<file path="config.mk">
export PLATFORM = sky130hd
export DESIGN_NAME = uart_chan_router
export DESIGN_NICKNAME = d
export VERILOG_FILES = /design/src/rtl/ucr_pkg.sv /design/src/rtl/ucr_route_dec.sv /design/src/rtl/ucr_space_calc.sv /design/src/rtl/ucr_push_stage.sv /design/src/rtl/uart_chan_router.sv
export SDC_FILE = /design/constraint.sdc
export NUM_CORES = 1
export LEC_CHECK = 0
export CAP_MARGIN = 20
export CORE_MARGIN = 4
export CORE_UTILIZATION = 49
export DETAILED_ROUTE_END_ITERATION = 12
export PLACE_DENSITY = 0.9
export SYNTH_ARGS = -nofsm -noshare
export SYNTH_HDL_FRONTEND = slang
export SYNTH_SLANG_ARGS = --single-unit
</file>
<file path="constraint.sdc">
create_clock -name clk -period 10 [get_ports clk]
set_input_delay 2.5 -clock clk [delete_from_list [all_inputs] [get_ports clk]]
set_output_delay 2.5 -clock clk [all_outputs]
set_load 0.01 [all_outputs]
</file>
<file path="src/rtl/ucr_pkg.sv">
package ucr_pkg;

    typedef enum logic [1:0] {
        CM_NORMAL = 2'd0,
        CM_ECHO   = 2'd1,
        CM_LOCAL  = 2'd2,
        CM_REMOTE = 2'd3
    } chan_mode_e;

    typedef struct packed {
        logic to_rx;
        logic to_tx;
    } route_t;

    function automatic route_t line_route(chan_mode_e m);
        route_t r;
        r.to_rx = (m == CM_NORMAL) || (m == CM_ECHO);
        r.to_tx = (m == CM_REMOTE) || (m == CM_ECHO);
        return r;
    endfunction

    function automatic route_t host_route(chan_mode_e m);
        route_t r;
        r.to_rx = (m == CM_LOCAL);
        r.to_tx = (m == CM_NORMAL);
        return r;
    endfunction

    function automatic int free_of(int depth, int cnt, int pend);
        int used;
        used = cnt + pend;
        return (used >= depth) ? 0 : depth - used;
    endfunction

    function automatic int min_int(int a, int b);
        return (a < b) ? a : b;
    endfunction

endpackage

</file>
<file path="src/rtl/ucr_route_dec.sv">
module ucr_route_dec
    import ucr_pkg::*;
(
    input  logic [1:0] mode,
    output route_t     line_rt,
    output route_t     host_rt
);
    chan_mode_e m;

    always_comb begin
        m       = chan_mode_e'(mode);
        line_rt = line_route(m);
        host_rt = host_route(m);
    end
endmodule

</file>
<file path="src/rtl/ucr_space_calc.sv">
module ucr_space_calc
    import ucr_pkg::*;
#(
    parameter int RX_DEPTH = 16,
    parameter int TX_DEPTH = 8,
    parameter int CNT_W    = 5
) (
    input  logic [CNT_W-1:0] rx_count,
    input  logic [CNT_W-1:0] tx_count,
    input  logic             rx_pend,
    input  logic             tx_pend,
    input  route_t           line_rt,
    output logic [CNT_W-1:0] rx_free,
    output logic [CNT_W-1:0] tx_free,
    output logic [CNT_W-1:0] line_space,
    output logic             line_ready
);
    localparam int MAX_DEPTH = (RX_DEPTH > TX_DEPTH) ? RX_DEPTH : TX_DEPTH;

    int rx_f, tx_f, sp;

    always_comb begin
        rx_f = free_of(RX_DEPTH, int'(rx_count), int'(rx_pend));
        tx_f = free_of(TX_DEPTH, int'(tx_count), int'(tx_pend));
        sp   = MAX_DEPTH;
        if (line_rt.to_rx) sp = min_int(sp, rx_f);
        if (line_rt.to_tx) sp = min_int(sp, tx_f);
        rx_free    = CNT_W'(rx_f);
        tx_free    = CNT_W'(tx_f);
        line_space = CNT_W'(sp);
        line_ready = (sp > 0);
    end
endmodule

</file>
<file path="src/rtl/ucr_push_stage.sv">
module ucr_push_stage #(
    parameter int DATA_W = 8
) (
    input  logic              clk,
    input  logic              rst,
    input  logic              line_sel,
    input  logic [DATA_W-1:0] line_data,
    input  logic              host_sel,
    input  logic [DATA_W-1:0] host_data,
    output logic              push_q,
    output logic [DATA_W-1:0] data_q
);
    always_ff @(posedge clk) begin
        if (rst) begin
            push_q <= 1'b0;
            data_q <= '0;
        end else begin
            push_q <= line_sel | host_sel;
            if (line_sel)
                data_q <= line_data;
            else if (host_sel)
                data_q <= host_data;
        end
    end
endmodule

</file>
<file path="src/rtl/uart_chan_router.sv">
module uart_chan_router
    import ucr_pkg::*;
#(
    parameter int DATA_W   = 8,
    parameter int RX_DEPTH = 16,
    parameter int TX_DEPTH = 8,
    localparam int MAX_DEPTH = (RX_DEPTH > TX_DEPTH) ? RX_DEPTH : TX_DEPTH,
    localparam int CNT_W     = $clog2(MAX_DEPTH + 1)
) (
    input  logic              clk,
    input  logic              rst,
    input  logic [1:0]        chan_mode,
    input  logic              host_wr,
    input  logic [DATA_W-1:0] host_wdata,
    input  logic              line_valid,
    input  logic [DATA_W-1:0] line_data,
    output logic              line_ready,
    output logic [CNT_W-1:0]  line_space,
    input  logic [CNT_W-1:0]  rx_count,
    input  logic [CNT_W-1:0]  tx_count,
    output logic              rx_push,
    output logic [DATA_W-1:0] rx_push_data,
    output logic              tx_push,
    output logic [DATA_W-1:0] tx_push_data
);
    route_t           line_rt, host_rt;
    logic [CNT_W-1:0] rx_free, tx_free;
    logic             line_hs;
    logic             rx_line_sel, rx_host_sel, tx_line_sel, tx_host_sel;

    ucr_route_dec u_dec (
        .mode    (chan_mode),
        .line_rt (line_rt),
        .host_rt (host_rt)
    );

    ucr_space_calc #(
        .RX_DEPTH (RX_DEPTH),
        .TX_DEPTH (TX_DEPTH),
        .CNT_W    (CNT_W)
    ) u_space (
        .rx_count   (rx_count),
        .tx_count   (tx_count),
        .rx_pend    (rx_push),
        .tx_pend    (tx_push),
        .line_rt    (line_rt),
        .rx_free    (rx_free),
        .tx_free    (tx_free),
        .line_space (line_space),
        .line_ready (line_ready)
    );

    always_comb begin
        line_hs     = line_valid & line_ready;
        rx_line_sel = line_hs & line_rt.to_rx;
        tx_line_sel = line_hs & line_rt.to_tx;
        rx_host_sel = host_wr & host_rt.to_rx & (rx_free != '0);
        tx_host_sel = host_wr & host_rt.to_tx & (tx_free != '0);
    end

    ucr_push_stage #(.DATA_W(DATA_W)) u_rx_stage (
        .clk       (clk),
        .rst       (rst),
        .line_sel  (rx_line_sel),
        .line_data (line_data),
        .host_sel  (rx_host_sel),
        .host_data (host_wdata),
        .push_q    (rx_push),
        .data_q    (rx_push_data)
    );

    ucr_push_stage #(.DATA_W(DATA_W)) u_tx_stage (
        .clk       (clk),
        .rst       (rst),
        .line_sel  (tx_line_sel),
        .line_data (line_data),
        .host_sel  (tx_host_sel),
        .host_data (host_wdata),
        .push_q    (tx_push),
        .data_q    (tx_push_data)
    );
endmodule

</file>
# After elaboration in Yosys (flattened, before gate mapping)
# Cells that the tools add are included.
# totals
reg_bits	18
input_bits	32
mem_bits_rw	0
latch_bits	0
out_inout_bits	24
memories	0
rom_bits	0
elab_cells	42
# op_classes
bitwise_logic	9
n_eq_ne	3
n_reduce_logical	7
n_div	0
shift	0
n_mul	0
magnitude_cmp	5
addsub	4
mux	10
# op_table
cell	n
32-bit 2-to-1 mux	6
32-bit by 5-bit >= comparator with 1-bit output (second input constant)	1
32-bit by 6-bit >= comparator with 1-bit output (second input constant)	1
32-bit by 1-bit > comparator with 1-bit output (second input constant)	1
32-bit < comparator	1
6-bit by 32-bit < comparator with 1-bit output (first input constant)	1
8-bit 2-to-1 mux	4
5-bit by 32-bit subtractor with 32-bit output (first input constant)	1
6-bit by 32-bit subtractor with 32-bit output (first input constant)	1
5-bit by 1-bit adder with 6-bit output	2
5-bit nonzero test	2
1-bit AND	7
2-bit equality test (second input constant)	2
2-bit nonzero test	2
2-bit by 1-bit equality test with 1-bit output (second input constant)	1
2-bit zero test	1
1-bit logical OR	2
1-bit bitwise OR	2

# Depth between registers and ports, before layout
# logic_depth
ltp_word	13
depth_mapped	24
ltp_nobuf	23

# Hierarchy
# Synthesis repeated with hierarchy kept, for this count alone.
# unflattened
hier_cells	242
hier_area_um2	1960.6
# by_module_without_submodules
mod	area_per_inst_um2	cells_each	n_inst	seq_area_each_um2
ucr_space_calc	1094.8	154	1	0.0
ucr_push_stage	401.6	39	2	180.2
uart_chan_router	45.0	6	1	0.0
ucr_route_dec	17.5	4	1	0.0

# Worst setup path after synthesis
# OpenSTA, ideal clock, no wires.
# synth_path
path_type	input to output
start	input rx_count[0]
end	output line_space[0]
path_slack_ns	0.713
required_time_ns	7.500
t_arrival_ns	6.787
stages	22
n_path_buf	1
path_cell_list	ha_1 -> ha_1 -> inv_1 -> ha_1 -> xor2_1 -> xnor2_1 -> or3_1 -> nor3_2 -> nor2_1 -> nor2_1 -> nor2_1 -> ha_1 -> nor3_2 -> and2_1 -> ha_1 -> o21a_1 -> o21ai_0 -> a2111oi_2 -> o31ai_4 -> a21bo_4 -> clkbuf_1 -> o21ai_0
# synth_via
elab_chain_len	9
word_cells_on_any_way	10
classes_between	add/sub (2); order compare (3); mux (5)
# synth_rtl
item	line_no	source
start, declared	uart_chan_router.sv:19	input logic [CNT_W-1:0] rx_count,
5-bit by 1-bit adder with 6-bit output *	ucr_pkg.sv:31	used = cnt + pend;
6-bit by 32-bit subtractor with 32-bit output or 32-bit by 6-bit >= comparator with 1-bit output (tied branches)	ucr_pkg.sv:32	return (used >= depth) ? 0 : depth - used;
32-bit 2-to-1 mux *	ucr_pkg.sv:32	
6-bit by 32-bit < comparator with 1-bit output	ucr_pkg.sv:36	return (a < b) ? a : b;
32-bit 2-to-1 mux *	ucr_pkg.sv:36	
32-bit 2-to-1 mux *	ucr_space_calc.sv:26	if (line_rt.to_rx) sp = min_int(sp, rx_f);
32-bit < comparator	ucr_pkg.sv:36	
32-bit 2-to-1 mux	ucr_pkg.sv:36	
32-bit 2-to-1 mux *	ucr_space_calc.sv:27	if (line_rt.to_tx) sp = min_int(sp, tx_f);
end, declared	uart_chan_router.sv:18	output logic [CNT_W-1:0] line_space,
# Every way passes the cells marked *; elsewhere a longest branch is shown, timed or not.

# Final worst setup path
# layout_path
start	input rx_count[0]
end	output line_ready
# layout_via
elab_chain_len	10
word_cells_on_any_way	11
classes_between	add/sub (2); order compare (4); mux (5)
# layout_rtl
item	line_no	source
5-bit by 1-bit adder with 6-bit output *	ucr_pkg.sv:31	
6-bit by 32-bit subtractor with 32-bit output or 32-bit by 6-bit >= comparator with 1-bit output (tied branches)	ucr_pkg.sv:32	
32-bit 2-to-1 mux *	ucr_pkg.sv:32	
6-bit by 32-bit < comparator with 1-bit output	ucr_pkg.sv:36	
32-bit 2-to-1 mux *	ucr_pkg.sv:36	
32-bit 2-to-1 mux *	ucr_space_calc.sv:26	
32-bit < comparator	ucr_pkg.sv:36	
32-bit 2-to-1 mux	ucr_pkg.sv:36	
32-bit 2-to-1 mux *	ucr_space_calc.sv:27	
32-bit by 1-bit > comparator with 1-bit output *	ucr_space_calc.sv:31	line_ready = (sp > 0);
end, declared	uart_chan_router.sv:17	output logic line_ready,
# Marks and branches as above.

==> impl_metrics.json <==
{
  "cts.root.buffer_cell": "clkbuf_8",
  "wl_mm": 5.90,
  "start_util": 0.528,
  "drv_cap": 0,
  "syn-cell-area_mm2": 0.00201,
  "synth-seq-cells": 18,
  "cp.arrival_ps": 7270,
  "syn_inst": 249,
  "setup_viol": 0,
  "io_pins": 56,
  "synthArstFlopShare": 0,
  "dr.first_iter.drc_count": 170,
  "area_delta_synth_final_pct": 42.1,
  "seq_area_um2": 360,
  "clock_sinks": 18,
  "worstMarginPinSlew_ps": 864,
  "finalHoldViolCount": 0,
  "antenna_found_initial": 0,
  "die_x_um": 72.0,
  "cts_hold_buf": 0,
  "p_per_area_mw_per_mm2": 91.5,
  "cts_max_level": 1,
  "status": "finished clean",
  "path_clk_slew_ps": 70,
  "grt_remaining_overflow": 0,
  "drtPass1Iterations": 4,
  "drc": 0,
  "diodes": 0,
  "tns_ps": 0,
  "final_cells": 374,
  "std_cell_rows": 22,
  "finalInstanceArea_mm2": 0.00285,
  "multi_input_area_mm2": 0.00156,
  "yosysSeqAreaShare": 0.180,
  "start_kind": "primary input",
  "core-area_mm2": 0.00380,
  "vias_per_cell": 5.66,
  "leakagePower_nw": 1.21,
  "fin_worst_skew_ps": 1.55,
  "dr_total_vias": 2117,
  "drtAntennaViolNets": 0,
  "dp_hpwl_mm": 4.35,
  "drive_above_1_share": 0.163,
  "fin_crit_ps": 9770,
  "fin_crit_sh": 0.977,
  "rsz0062_at_grt": "false",
  "die-area_mm2": 0.00518,
  "die_height_um": 72.0,
  "fin_nets": 378,
  "gp_congestion": 0.936,
  "min_path_type": "flop to flop",
  "port_buffers": 55,
  "numCtsBuffers": 3,
  "cp.required_ps": 7500,
  "clk_latency_ps": 250,
  "critPathCaptureType": "primary output",
  "grt_pass1_vias": 2099,
  "fillers": 283,
  "crit_type": "primary input to primary output",
  "dp.cells": 368,
  "clock_path_buffers": 2,
  "worstPathMaxFanout": 10,
  "fmaxAchievable_mhz": 102,
  "placed_area_mm2": 0.00273,
  "slew_headroom": 0.422,
  "grt.total_usage": 0.221,
  "grt_max_degree": 27,
  "synth_edf_count": 0,
  "cts_tree": "yes",
  "synth_cell_type_count": 59,
  "power_mw": 0.261,
  "grt_pass1_wl_mm": 9.23,
  "wl_per_cell_um": 15.8,
  "slew_violations": 0,
  "post-route-util": 0.750,
  "peakVddDrop_mv": 0.139,
  "syn_area_per_cell_um2": 8.05,
  "ys_warn_count": 0,
  "synth-main-ff-cell": "dfxtp_1"
}
-- report_power, final --
| group | switching [mW] | total, mW | internal [mW] |
|---|---|---|---|
| sequential | 0.00334 | 0.0807 | 0.0773 |
| clock | 0.0242 | 0.0592 | 0.0350 |
| combinational | 0.0582 | 0.121 | 0.0627 |
-- repair_timing --
item | in CTS | in global routing
setup endpoints to repair | 6 | 6
pin swaps | 2 | 5
gates resized for setup | 7 | 16
buffers inserted | 1 | 1
-- per-stage QoR --
step                      hold WS, ps  worst slack, ps
after global placement            545            -91.3
after detailed placement          560             -259
after global routing              604            0.761
after floorplan                   574              713
after CTS                         569             29.8
final                             565              231
-- placed cells by master, fill, tap and decap left out, types with 2 or more instances in the layout --
master	netlist	layout
inv_1	24	24
nor2_1	23	23
nor3_1	4	4
o21ai_0	10	8
o31a_1	2	2
conb_1	2	9
buf_4	2	24
dlygate4sd2_1	0	2
nor2b_1	5	5
clkbuf_2	0	2
clkdlybuf4s50_1	0	49
a221oi_1	2	2
nand3_1	3	3
o22ai_1	2	2
a2111oi_2	1	2
dlymetal6s2s_1	0	2
ha_1	19	17
mux2i_1	18	17
clkbuf_8	0	4
nand2_1	19	19
dfxtp_1	18	18
xnor2_1	3	3
a21oi_1	8	7
and2_1	6	4
and2_4	0	2
o21ai_1	0	2
a211o_1	17	17
nand4_1	2	2
xor2_1	2	2
nand2b_1	10	10
o21a_1	2	2
-- synth_stat cells (all sizes together) (5+ instances only) --
cell	count	share of area
ha	19	0.12
a211o	17	0.074
mux2i	18	0.090
and2	6	0.019
nor3	6	0.020
inv	24	0.045
dfxtp	18	0.18
o21ai	10	0.025
a21oi	9	0.028
nand2b	10	0.031
buf	8	0.026
nor2b	5	0.016
nor2	23	0.043
nand2	19	0.036
clkbuf	5	0.011
-- logic make-up (layout without fill, tap and decap cells) --
logic type,Yosys count,count (layout),synth area share
adders and majority gates,19,19,0.119
DFF,18,18,0.180
buffers and inverters,37,107,0.0817
AOI/OAI and AO/OA,64,64,0.268
other,2,9,0.00374
xor gates and xnor gates,5,5,0.0218
and+or+nand+nor,85,85,0.230
muxes,19,19,0.0973
-- registers in the layout (all words and copies together) (netlist names) --
name and cells:
u_rx_stage.data_q 8, u_rx_stage.push_q 1, u_tx_stage.data_q 8, u_tx_stage.push_q 1
-- area by class of cell --
class / count / share of cell area
clock buffer: 4 / 0.0193
inverter: 24 / 0.0316
multi-input combinational: 201 / 0.548
sequential: 18 / 0.126
tap: 48 / 0.0211
timing repair buffer: 79 / 0.254
-- path summary, 6_finish.rpt --
path                                                           to                         startpoint  cells past startpoint  slack, ps
worst max-delay path                                   line_ready                        rx_count[0]                     23        230
worst min-delay path            u_tx_stage.data_q[5]$_SDFFE_PP0P_  u_tx_stage.data_q[5]$_SDFFE_PP0P_                      3        560
worst max register to register  u_tx_stage.data_q[0]$_SDFFE_PP0P_       u_rx_stage.push_q$_SDFF_PP0_                     23       4700
worst min register to register  u_tx_stage.data_q[5]$_SDFFE_PP0P_  u_tx_stage.data_q[5]$_SDFFE_PP0P_                      3        560
-- metal layers --
metal  track usage  vias up  share of wire
met1         0.257      968           0.41
met2         0.404       84           0.50
met5             0        -              0
li1              -     1045              -
met3        0.0499       20          0.057
met4        0.0585        0          0.030
-- critical path, cell delays in order --
cell	delay, ps
clkdlybuf4s50_1	410
ha_2	220
ha_4	300
nor3_1	60
o21ai_0	140
o21ai_0	100
a311o_1	380
ha_1	290
nand2b_1	160
nor2_1	100
nor2_1	50
ha_1	350
nor3_4	200
and2_1	210
ha_1	160
o21a_1	130
o21ai_0	90
a2111oi_2	480
o31ai_4	140
a21bo_4	280
mux2i_2	160
a22oi_1	190
clkbuf_2	170
Note: power is estimated with default switching activity, not from simulation.
